===== src/rtl/sct_pkg.sv =====
package sct_pkg;

    // Control states of the confirmation table.
    typedef enum logic [1:0] {
        ST_IDLE  = 2'd0,
        ST_FETCH = 2'd1,
        ST_APPLY = 2'd2
    } sct_state_e;

endpackage


===== src/rtl/sct_store.sv =====
// Table storage: one entry per index, holding a valid flag, a reported flag,
// a count and the string. Reads return after RD_LAT cycles.
module sct_store #(
    parameter int SIG_W  = 80,
    parameter int CNT_W  = 8,
    parameter int IDX_W  = 4,
    parameter int RD_LAT = 2
) (
    input  logic             clk,
    input  logic             rst_n,
    input  logic             rd_en,
    input  logic [IDX_W-1:0] rd_addr,
    output logic             rd_vld,
    output logic             rd_ent_vld,
    output logic             rd_ent_rep,
    output logic [CNT_W-1:0] rd_ent_cnt,
    output logic [SIG_W-1:0] rd_ent_sig,
    input  logic             wr_en,
    input  logic [IDX_W-1:0] wr_addr,
    input  logic [CNT_W-1:0] wr_cnt,
    input  logic             wr_rep,
    input  logic [SIG_W-1:0] wr_sig
);

    localparam int DEPTH = 1 << IDX_W;
    localparam int ENT_W = 2 + CNT_W + SIG_W;

    logic [DEPTH-1:0] vld_q;
    logic [DEPTH-1:0] rep_q;
    logic [SIG_W-1:0] sig_mem [DEPTH];
    logic [CNT_W-1:0] cnt_mem [DEPTH];

    logic [ENT_W-1:0] pipe_d [RD_LAT];
    logic [RD_LAT-1:0] pipe_v;

    // Flags carry a reset so the table starts empty.
    always_ff @(posedge clk) begin
        if (!rst_n) begin
            vld_q <= '0;
            rep_q <= '0;
        end else if (wr_en) begin
            vld_q[wr_addr] <= 1'b1;
            rep_q[wr_addr] <= wr_rep;
        end
    end

    // Payload arrays need no reset: they are ignored while the flag is clear.
    always_ff @(posedge clk) begin
        if (wr_en) begin
            sig_mem[wr_addr] <= wr_sig;
            cnt_mem[wr_addr] <= wr_cnt;
        end
    end

    // First read stage.
    always_ff @(posedge clk) begin
        if (!rst_n) pipe_v[0] <= 1'b0;
        else        pipe_v[0] <= rd_en;
    end

    always_ff @(posedge clk) begin
        pipe_d[0] <= {vld_q[rd_addr], rep_q[rd_addr], cnt_mem[rd_addr], sig_mem[rd_addr]};
    end

    // Further read stages up to the configured latency.
    genvar g;
    generate
        for (g = 1; g < RD_LAT; g++) begin : g_stage
            always_ff @(posedge clk) begin
                if (!rst_n) pipe_v[g] <= 1'b0;
                else        pipe_v[g] <= pipe_v[g-1];
            end
            always_ff @(posedge clk) begin
                pipe_d[g] <= pipe_d[g-1];
            end
        end
    endgenerate

    assign rd_vld = pipe_v[RD_LAT-1];
    assign {rd_ent_vld, rd_ent_rep, rd_ent_cnt, rd_ent_sig} = pipe_d[RD_LAT-1];

endmodule


===== src/rtl/sct_decide.sv =====
// Update rule for one entry: compare, count, evict, confirm.
module sct_decide #(
    parameter int SIG_W = 80,
    parameter int CNT_W = 8
) (
    input  logic             ent_vld,
    input  logic             ent_rep,
    input  logic [CNT_W-1:0] ent_cnt,
    input  logic [SIG_W-1:0] ent_sig,
    input  logic [SIG_W-1:0] new_sig,
    input  logic [CNT_W-1:0] level,
    output logic             do_write,
    output logic             do_alert,
    output logic [CNT_W-1:0] nxt_cnt,
    output logic             nxt_rep
);

    localparam logic [CNT_W-1:0] ONE = CNT_W'(1);

    logic             same;
    logic [CNT_W-1:0] eff_level;
    logic [CNT_W-1:0] bumped;

    assign same      = ent_vld && (ent_sig == new_sig);
    assign eff_level = (level == '0) ? ONE : level;
    assign bumped    = (ent_cnt == '1) ? ent_cnt : ent_cnt + ONE;

    always_comb begin
        if (!same) begin
            // Empty slot or different string: take over the slot.
            do_write = 1'b1;
            nxt_cnt  = ONE;
            do_alert = (eff_level == ONE);
            nxt_rep  = do_alert;
        end else if (ent_rep) begin
            // Already reported: leave the entry untouched.
            do_write = 1'b0;
            nxt_cnt  = ent_cnt;
            do_alert = 1'b0;
            nxt_rep  = 1'b1;
        end else begin
            do_write = 1'b1;
            nxt_cnt  = bumped;
            do_alert = (bumped >= eff_level);
            nxt_rep  = do_alert;
        end
    end

endmodule


===== src/rtl/sig_confirm_table.sv =====
// Confirms repeated suspicious strings by exact comparison against a table.
module sig_confirm_table #(
    parameter int SIG_W  = 80,
    parameter int CNT_W  = 8,
    parameter int IDX_W  = 4,
    parameter int RD_LAT = 2
) (
    input  logic             clk,
    input  logic             rst_n,
    input  logic             ev_valid,
    output logic             ev_ready,
    input  logic [SIG_W-1:0] ev_sig,
    input  logic [IDX_W-1:0] ev_idx,
    input  logic [CNT_W-1:0] confirm_level,
    output logic             alert_valid,
    output logic [SIG_W-1:0] alert_sig
);

    import sct_pkg::*;

    sct_state_e state_q, state_d;

    logic [SIG_W-1:0] req_sig_q;
    logic [IDX_W-1:0] req_idx_q;
    logic             ent_vld_q, ent_rep_q;
    logic [CNT_W-1:0] ent_cnt_q;
    logic [SIG_W-1:0] ent_sig_q;

    logic             rd_en, rd_vld;
    logic             rd_ent_vld, rd_ent_rep;
    logic [CNT_W-1:0] rd_ent_cnt;
    logic [SIG_W-1:0] rd_ent_sig;

    logic             wr_en;
    logic             upd_write, upd_alert, upd_rep;
    logic [CNT_W-1:0] upd_cnt;

    logic             accept;

    assign ev_ready = (state_q == ST_IDLE);
    assign accept   = ev_valid && ev_ready;
    assign rd_en    = accept;
    assign wr_en    = (state_q == ST_APPLY) && upd_write;

    sct_store #(
        .SIG_W (SIG_W),
        .CNT_W (CNT_W),
        .IDX_W (IDX_W),
        .RD_LAT(RD_LAT)
    ) u_store (
        .clk       (clk),
        .rst_n     (rst_n),
        .rd_en     (rd_en),
        .rd_addr   (ev_idx),
        .rd_vld    (rd_vld),
        .rd_ent_vld(rd_ent_vld),
        .rd_ent_rep(rd_ent_rep),
        .rd_ent_cnt(rd_ent_cnt),
        .rd_ent_sig(rd_ent_sig),
        .wr_en     (wr_en),
        .wr_addr   (req_idx_q),
        .wr_cnt    (upd_cnt),
        .wr_rep    (upd_rep),
        .wr_sig    (req_sig_q)
    );

    sct_decide #(
        .SIG_W(SIG_W),
        .CNT_W(CNT_W)
    ) u_decide (
        .ent_vld (ent_vld_q),
        .ent_rep (ent_rep_q),
        .ent_cnt (ent_cnt_q),
        .ent_sig (ent_sig_q),
        .new_sig (req_sig_q),
        .level   (confirm_level),
        .do_write(upd_write),
        .do_alert(upd_alert),
        .nxt_cnt (upd_cnt),
        .nxt_rep (upd_rep)
    );

    // State register.
    always_ff @(posedge clk) begin
        if (!rst_n) state_q <= ST_IDLE;
        else        state_q <= state_d;
    end

    // Next-state logic.
    always_comb begin
        state_d = state_q;
        unique case (state_q)
            ST_IDLE:  if (accept) state_d = ST_FETCH;
            ST_FETCH: if (rd_vld) state_d = ST_APPLY;
            ST_APPLY: state_d = ST_IDLE;
            default:  state_d = ST_IDLE;
        endcase
    end

    // Registered outputs and working registers.
    always_ff @(posedge clk) begin
        if (!rst_n) begin
            alert_valid <= 1'b0;
            alert_sig   <= '0;
            req_sig_q   <= '0;
            req_idx_q   <= '0;
            ent_vld_q   <= 1'b0;
            ent_rep_q   <= 1'b0;
            ent_cnt_q   <= '0;
            ent_sig_q   <= '0;
        end else begin
            alert_valid <= 1'b0;
            unique case (state_q)
                ST_IDLE: begin
                    if (accept) begin
                        req_sig_q <= ev_sig;
                        req_idx_q <= ev_idx;
                    end
                end
                ST_FETCH: begin
                    if (rd_vld) begin
                        ent_vld_q <= rd_ent_vld;
                        ent_rep_q <= rd_ent_rep;
                        ent_cnt_q <= rd_ent_cnt;
                        ent_sig_q <= rd_ent_sig;
                    end
                end
                ST_APPLY: begin
                    if (upd_alert) begin
                        alert_valid <= 1'b1;
                        alert_sig   <= req_sig_q;
                    end
                end
                default: ;
            endcase
        end
    end

endmodule


===== config.mk =====
export PLATFORM = sky130hd
export DESIGN_NAME = sig_confirm_table
export DESIGN_NICKNAME = d
export VERILOG_FILES = /design/src/rtl/sct_pkg.sv /design/src/rtl/sct_store.sv /design/src/rtl/sct_decide.sv /design/src/rtl/sig_confirm_table.sv
export SDC_FILE = /design/constraint.sdc
export NUM_CORES = 2
export LEC_CHECK = 0
export ABC_AREA = 1
export BUFFER_PORTS_ARGS = -buffer_cell sky130_fd_sc_hd__buf_4
export CAP_MARGIN = 0
export CORE_ASPECT_RATIO = 0.75
export CORE_UTILIZATION = 30
export CTS_CLUSTER_SIZE = 8
export DETAILED_ROUTE_END_ITERATION = 16
export MAX_ROUTING_LAYER = met4
export PLACE_DENSITY = 0.51
export SKIP_CTS_REPAIR_TIMING = 1
export SYNTH_ARGS = -nofsm -noshare
export SYNTH_HDL_FRONTEND = slang
export SYNTH_SLANG_ARGS = --single-unit

===== constraint.sdc =====
create_clock -name clk -period 7.5 [get_ports clk]
set_clock_uncertainty 0.1 [all_clocks]
set_input_delay 0.375 -clock clk [delete_from_list [all_inputs] [get_ports clk]]
set_output_delay 0.375 -clock clk [all_outputs]
set_load 0.02 [all_outputs]

Word-level counts from Yosys, hierarchy flattened --
Memory sizes are Yosys's and may differ from the RTL's. A register that Yosys moved wholly into a read port is not among the register bits. Cells that the tools add are included.
Word-level totals: bits in registers 201, output and inout port bits 82, bits of input ports 95, memories 3, logic and storage cells 60, bits in writable memories 1588
Operators by class: add/subtract/negate cells 1, reduce and logical (&&, ||, !) cells 12, bitwise logic cells 1, magnitude comparators 4, muxes and demuxes 23, equal/unequal tests 7
Memories:
- u_store.sig_mem | words 16, width 80, read ports 1, clocked after Yosys merged registers in 0, wr ports 1, line sct_store.sv:30 | logic [SIG_W-1:0] sig_mem [DEPTH];
- u_store.pipe_d | words 2, width 90, read ports 2, clocked after Yosys merged registers in 1, wr ports 2, line sct_store.sv:33 | logic [ENT_W-1:0] pipe_d [RD_LAT];
- u_store.cnt_mem | words 16, width 8, read ports 1, clocked after Yosys merged registers in 0, wr ports 1, line sct_store.sv:31 | logic [CNT_W-1:0] cnt_mem [DEPTH];
Operator list (count):
- == test 80 bit | 1
- two-way mux 8 bit | 4
- bitwise mux 16 bit | 1
- bitwise OR 16 bit | 1
- two-way mux 1 bit | 12
- less-than comparator 4 x 5 -> 1 bit, second input constant | 2
- AND reduction 2 bit | 5
- adder 8 x 1 -> 8 bit, second input constant | 1
- binary-select mux 1 bit (select 4 bit) | 2
- == test 8 x 1 -> 1 bit, second input constant | 1
- == test 8 bit, second input constant | 1
- >= comparator 8 bit | 1
- zero test 8 bit | 1
- demux 1 bit (select 4 bit) | 1
- >= comparator 4 x 1 -> 1 bit, second input constant | 1
- logical AND 1 bit | 4
- two-way mux 2 bit | 2
- != test 2 x 1 -> 1 bit, second input constant | 2
- one-hot mux 2 bit (2 select lines) | 1
- == test 2 x 1 -> 1 bit, second input constant | 1
- == test 2 bit, second input constant | 1
- zero test 2 bit | 1
- zero test 1 bit | 1

Longest topological paths before layout --
word-level depth 6, mapped depth 21, gate-level depth less buffers 19

By module --
A second synthesis with hierarchy kept.
Second synthesis, totals: cells, all modules 8282, area total of the unflattened synthesis 79108.4 um^2
Modules (own cells, without submodules):
- sct_store | times used 1, cells an instance 6180, area an instance 66308.6 um^2, sequential area each 46564.7 um^2
- sig_confirm_table | times used 1, cells an instance 1642, area an instance 10667.7 um^2, sequential area each 5144.9 um^2
- sct_decide | times used 1, cells an instance 460, area an instance 2132.0 um^2, sequential area each 0.0 um^2

Worst setup path after synthesis --
OpenSTA, ideal clock, no wires.
kind flip-flop to flip-flop, start point register req_sig_q[15], end point memory u_store.cnt_mem[1][0] (enable), clock period less this slack 3779 ps, required time 6958 ps, buffers on the path 1, data arrival time 3237 ps, cell stages (with the launch flop) 12, setup slack 3721 ps, path through dfxtp_1 inv_1 o21ai_1 nor2_1 nand2_1 nor2_1 nand3_1 nor2_1 nand3_1 buf_2 nand3_1 inv_1
On the way: cells in the longest elaborated chain, start to end 6
Ends and longest elaborated chain:
- from (decl) | line sig_confirm_table.sv:23 | logic [SIG_W-1:0] req_sig_q;
- from (signal assigned) | line sig_confirm_table.sv:116 | req_sig_q <= ev_sig;
- == test 80 bit | line sct_decide.sv:24 | assign same = ent_vld && (ent_sig == new_sig);
- logical AND 1 bit | line sct_decide.sv:24
- two-way mux 1 bit | line sct_decide.sv:29 | if (!same) begin
- logical AND 1 bit | line sig_confirm_table.sv:43 | assign wr_en = (state_q == ST_APPLY) && upd_write;
- two-way mux 1 bit | line sct_store.sv:49 | if (wr_en) begin
- two-way mux 1 bit (not written as such) | line sct_store.sv:51 | cnt_mem[wr_addr] <= wr_cnt;
- to (decl) | line sct_store.sv:31
Every way passes these cells.

Worst setup path after layout --
start point register req_sig_q[78], end point memory u_store.cnt_mem[14][3], data pin
On the way: cells in the longest elaborated chain, start to end 3
Ends and longest elaborated chain:
- == test 80 bit | line sct_decide.sv:24
- logical AND 1 bit | line sct_decide.sv:24
- two-way mux 8 bit | line sct_decide.sv:29
- via u_decide.nxt_cnt[3] | line sct_decide.sv:14 | output logic [CNT_W-1:0] nxt_cnt,
The timed path passes the listed nets, and every way through them passes these cells.

==> results.ini <==
[route]
ant_nets=0
met3_wirelength_um=13440
dr_total_vias=46348
routedWlPerCell_um=23.65
routedLengthMet1_um=100700
routed_wl_um=224300
drt_drc_violations_left=0
met2RoutedLength_um=103800
detail_route.first_pass.iterations=8
drt-initial-drc-count=4355
vias_per_cell=4.888
maxUsedRoutingLayer=met4

[worst_setup_path]
nature_of_the_critical_path_startpoint=flop
critical_setup_path_class=flop to flop
cp_num_buf_inv=0
worstSetupEndpointType=flop
critical_path_fanout_max=18
critical_path.top_delay_family=simple AND/OR/NAND/NOR gates
cp_cell_sequence=xnor2_1, nand2_1, nor2_1, nand3_1, nor2_2, nand4_1, o21ai_1
cpPeakStageDelay_ns=1.31
timing.critical_path.required_ns=7.84
slowest_stage=sky130_fd_sc_hd__o21ai_1
worst-endpoint-arrival_ns=5.43

[placed_design]
dpl-instance-area_mm2=0.07705
place.detailed.hpwl_um=118100
gp_routability_congestion=0.8376
io_buffer_count=176

[cells_and_area]
post_route_cells_drive_above_1_share_pct=9.703
layout.filler_cells=23133
area_delta_synth_final_pct=18.84
final_area_mm2=0.08597
layout.nets=6164
register_area_mm2=0.05171
multi_input_comb_area_mm2=0.01703

[synth]
synth_top_cells_by_area=sky130_fd_sc_hd__edfxtp_1 (58%), sky130_fd_sc_hd__dfxtp_1 (13%), sky130_fd_sc_hd__mux2i_1 (4.9%)
synth_async_sr_flop_share_pct=0
synth-seq-area-share_pct=71.48
synth_enable_flop_cells=1408
synth_largest_area_cell=sky130_fd_sc_hd__edfxtp_1
syn-mean-instance-area_um2=12.45
mappedNetlistArea_mm2=0.07234
postSynthRegisterBits=1879
synth_warnings=0
yosysTopAreaCellShare_pct=58.45
postSynthNetCount=5915
synth_cells=5811
yosysUniqueCellTypes=35
synth_ff_type=sky130_fd_sc_hd__edfxtp_1

[sta]
grt_setup_unrepaired=false
finalHoldWorstSlack_ns=0.01372
period_minus_slack_ns=5.094
final-hold-violation-count=0
min_period_over_period_pct=67.93
worst_slew_pin_slew_ns=1.344
max_freq_mhz=196.3
setup-violations-final=0
setup-tns-final_ns=0
finalMaxSlewViolations=0
slew-limit-headroom_pct=9.823

[clocking]
number_of_h_tree_branching_levels=5
cts_tree=built
clockBufferDepth=4
clock_latency_ns=0.90
cts-buffers-inserted=285
cts.sinks=1879
clkTransAtPathRegs_ns=0.05
clk_root_buffer_cell=sky130_fd_sc_hd__clkbuf_16

[floorplanning]
number_of_top_level_pins=177
die_width_um=569.0
initial_core_util_pct=30.30
die_y_um=427.3
placeableCoreArea_mm2=0.2387
fp-row-count=155
design.die.area_mm2=0.2431

[grt]
groute.usage.overall_pct=18.50
grt_start_max_net_pins=202
grt_antenna_before_repair=12
number_of_global_route_vias_before_repair=43902
overflow_left_after_global_routing=0
grt_pass1_wl_um=318600

[power_and_ir_drop]
leakagePower_nw=30.96
vdd_ir_drop_max_v=0.0002523
power_per_cell_area_mw_per_mm2=283.8

[flow_run]
cap_viol_max_count=0

[outcome]
run_status=finished clean

[worst_hold_path]
hp-class=input pin to flop

==> layer usage <==
| metal | track usage (%) | vias up |
|---|---|---|
| met4 | 5.619 | 0 |
| li1 | - | 21407 |
| met1 | 24.51 | 23135 |
| met3 | 3.406 | 368 |
| met2 | 28.79 | 1438 |
| met5 | - | - |
==> synth_stat cells (7+ instances only) <==
library cell               number
sky130_fd_sc_hd__a21oi_1      649
sky130_fd_sc_hd__buf_1         29
sky130_fd_sc_hd__buf_2         53
sky130_fd_sc_hd__buf_4          7
sky130_fd_sc_hd__clkbuf_1     278
sky130_fd_sc_hd__dfxtp_1      471
sky130_fd_sc_hd__edfxtp_1    1408
sky130_fd_sc_hd__ha_1           9
sky130_fd_sc_hd__inv_1        534
sky130_fd_sc_hd__inv_2         36
sky130_fd_sc_hd__mux2i_1      356
sky130_fd_sc_hd__nand2_1      509
sky130_fd_sc_hd__nand3_1      174
sky130_fd_sc_hd__nand4_1        7
sky130_fd_sc_hd__nor2_1       191
sky130_fd_sc_hd__o211ai_1     352
sky130_fd_sc_hd__o21a_1         8
sky130_fd_sc_hd__o21ai_0      671
sky130_fd_sc_hd__o21ai_1       13
sky130_fd_sc_hd__xnor2_1       13
sky130_fd_sc_hd__xor2_1        13
==> kinds of logic (layout without fill, tap and decap cells) <==
| family | Yosys count | in the layout | share of synthesized area [%] |
|---|---|---|---|
| fa+ha+maj | 9 | 9 | 0.1557 |
| other cells | 0 | 8 | 0 |
| mux | 356 | 356 | 4.926 |
| compound gates | 1700 | 1700 | 13.03 |
| xor+xnor | 26 | 26 | 0.3148 |
| buf+inv | 942 | 1387 | 5.037 |
| simple gates | 899 | 899 | 5.054 |
| flops | 1879 | 1879 | 71.48 |
==> report_power, final <==
part	internal [mW]	switching, mW	total, mW
Clock	7.19	4.42	11.6
Combinational	0.356	0.799	1.16
Sequential	11.4	0.234	11.6
==> cell usage in the layout (no fill, tap or decap), types with 2 or more instances in the layout <==
cell type	Yosys	routed
sky130_fd_sc_hd__edfxtp_1	1408	1408
sky130_fd_sc_hd__o21ai_0	671	670
sky130_fd_sc_hd__a21oi_1	649	649
sky130_fd_sc_hd__inv_1	534	524
sky130_fd_sc_hd__nand2_1	509	507
sky130_fd_sc_hd__dfxtp_1	471	470
sky130_fd_sc_hd__mux2i_1	356	356
sky130_fd_sc_hd__o211ai_1	352	352
sky130_fd_sc_hd__clkbuf_16	0	292
sky130_fd_sc_hd__buf_4	7	234
sky130_fd_sc_hd__nor2_1	191	189
sky130_fd_sc_hd__clkbuf_1	278	183
sky130_fd_sc_hd__nand3_1	174	174
sky130_fd_sc_hd__dlygate4sd3_1	0	82
sky130_fd_sc_hd__inv_2	36	27
sky130_fd_sc_hd__inv_6	0	20
sky130_fd_sc_hd__o21ai_1	13	14
sky130_fd_sc_hd__xor2_1	13	13
sky130_fd_sc_hd__xnor2_1	13	13
sky130_fd_sc_hd__buf_12	0	10
sky130_fd_sc_hd__ha_1	9	9
sky130_fd_sc_hd__diode_2	0	8
sky130_fd_sc_hd__o21a_1	8	8
sky130_fd_sc_hd__nand4_1	7	7
sky130_fd_sc_hd__nor3_1	6	6
sky130_fd_sc_hd__clkinv_1	3	4
sky130_fd_sc_hd__nor2_2	3	4
sky130_fd_sc_hd__buf_8	0	4
sky130_fd_sc_hd__o221ai_1	3	3
sky130_fd_sc_hd__clkinv_8	0	3
sky130_fd_sc_hd__nand3b_1	2	2
sky130_fd_sc_hd__nor3b_1	2	2
sky130_fd_sc_hd__o22ai_1	2	2
sky130_fd_sc_hd__nand2_4	0	2
==> worst min-delay path, stage by stage <==
cell	delay [ns]
sky130_fd_sc_hd__buf_4	0.11
sky130_fd_sc_hd__o21ai_0	0.26
sky130_fd_sc_hd__a21oi_1	0.15
==> layout make-up <==
class	instances	area share [%]
sequential	1879	60.15
clock inverter	7	0.08732
inverter	573	2.615
antenna	8	0.02329
timing repair buffer	331	3.314
tap	3218	4.683
clock buffer	476	9.315
multi-input combinational	2990	19.81
==> sequential cells by signal (all words and copies together), names as in the netlist, 16 cells and up <==
name,cells
u_store.rep_q,16
alert_sig,80
u_store.pipe_d,180
ent_sig_q,80
u_store.sig_mem,1280
u_store.vld_q,16
u_store.cnt_mem,128
req_sig_q,80
==> path summary, 6_finish.rpt <==
| check | end | depth (start not counted) | slack, ns | from |
|---|---|---|---|---|
| worst max-delay path | u_store.cnt_mem[14][3]$_DFFE_PP_ | 7 | 2.41 | req_sig_q[78]$_SDFFE_PN0P_ |
| worst min-delay path | req_sig_q[66]$_SDFFE_PN0P_ | 3 | 0.01 | ev_sig[66] |
| worst max register to register | u_store.cnt_mem[14][3]$_DFFE_PP_ | 7 | 2.41 | req_sig_q[78]$_SDFFE_PN0P_ |
| worst min register to register | u_store.pipe_d[1][9]$_DFF_P_ | 0 | 0.19 | u_store.pipe_d[0][9]$_DFF_P_ |
==> through the flow <==
step                      cells  power [mW]  setup WS (ns)  utilization (%)
after floorplan            5811       12.40          3.721                -
after global placement     8908       12.94          2.287            32.27
after detailed placement   8909       12.95          2.416            32.27
after CTS                  9392       24.55          2.333            35.66
after global routing       9482       25.16          2.132            36.01
final                      9482       24.40          2.406            36.01
Note: power is estimated with default switching activity, not from simulation.
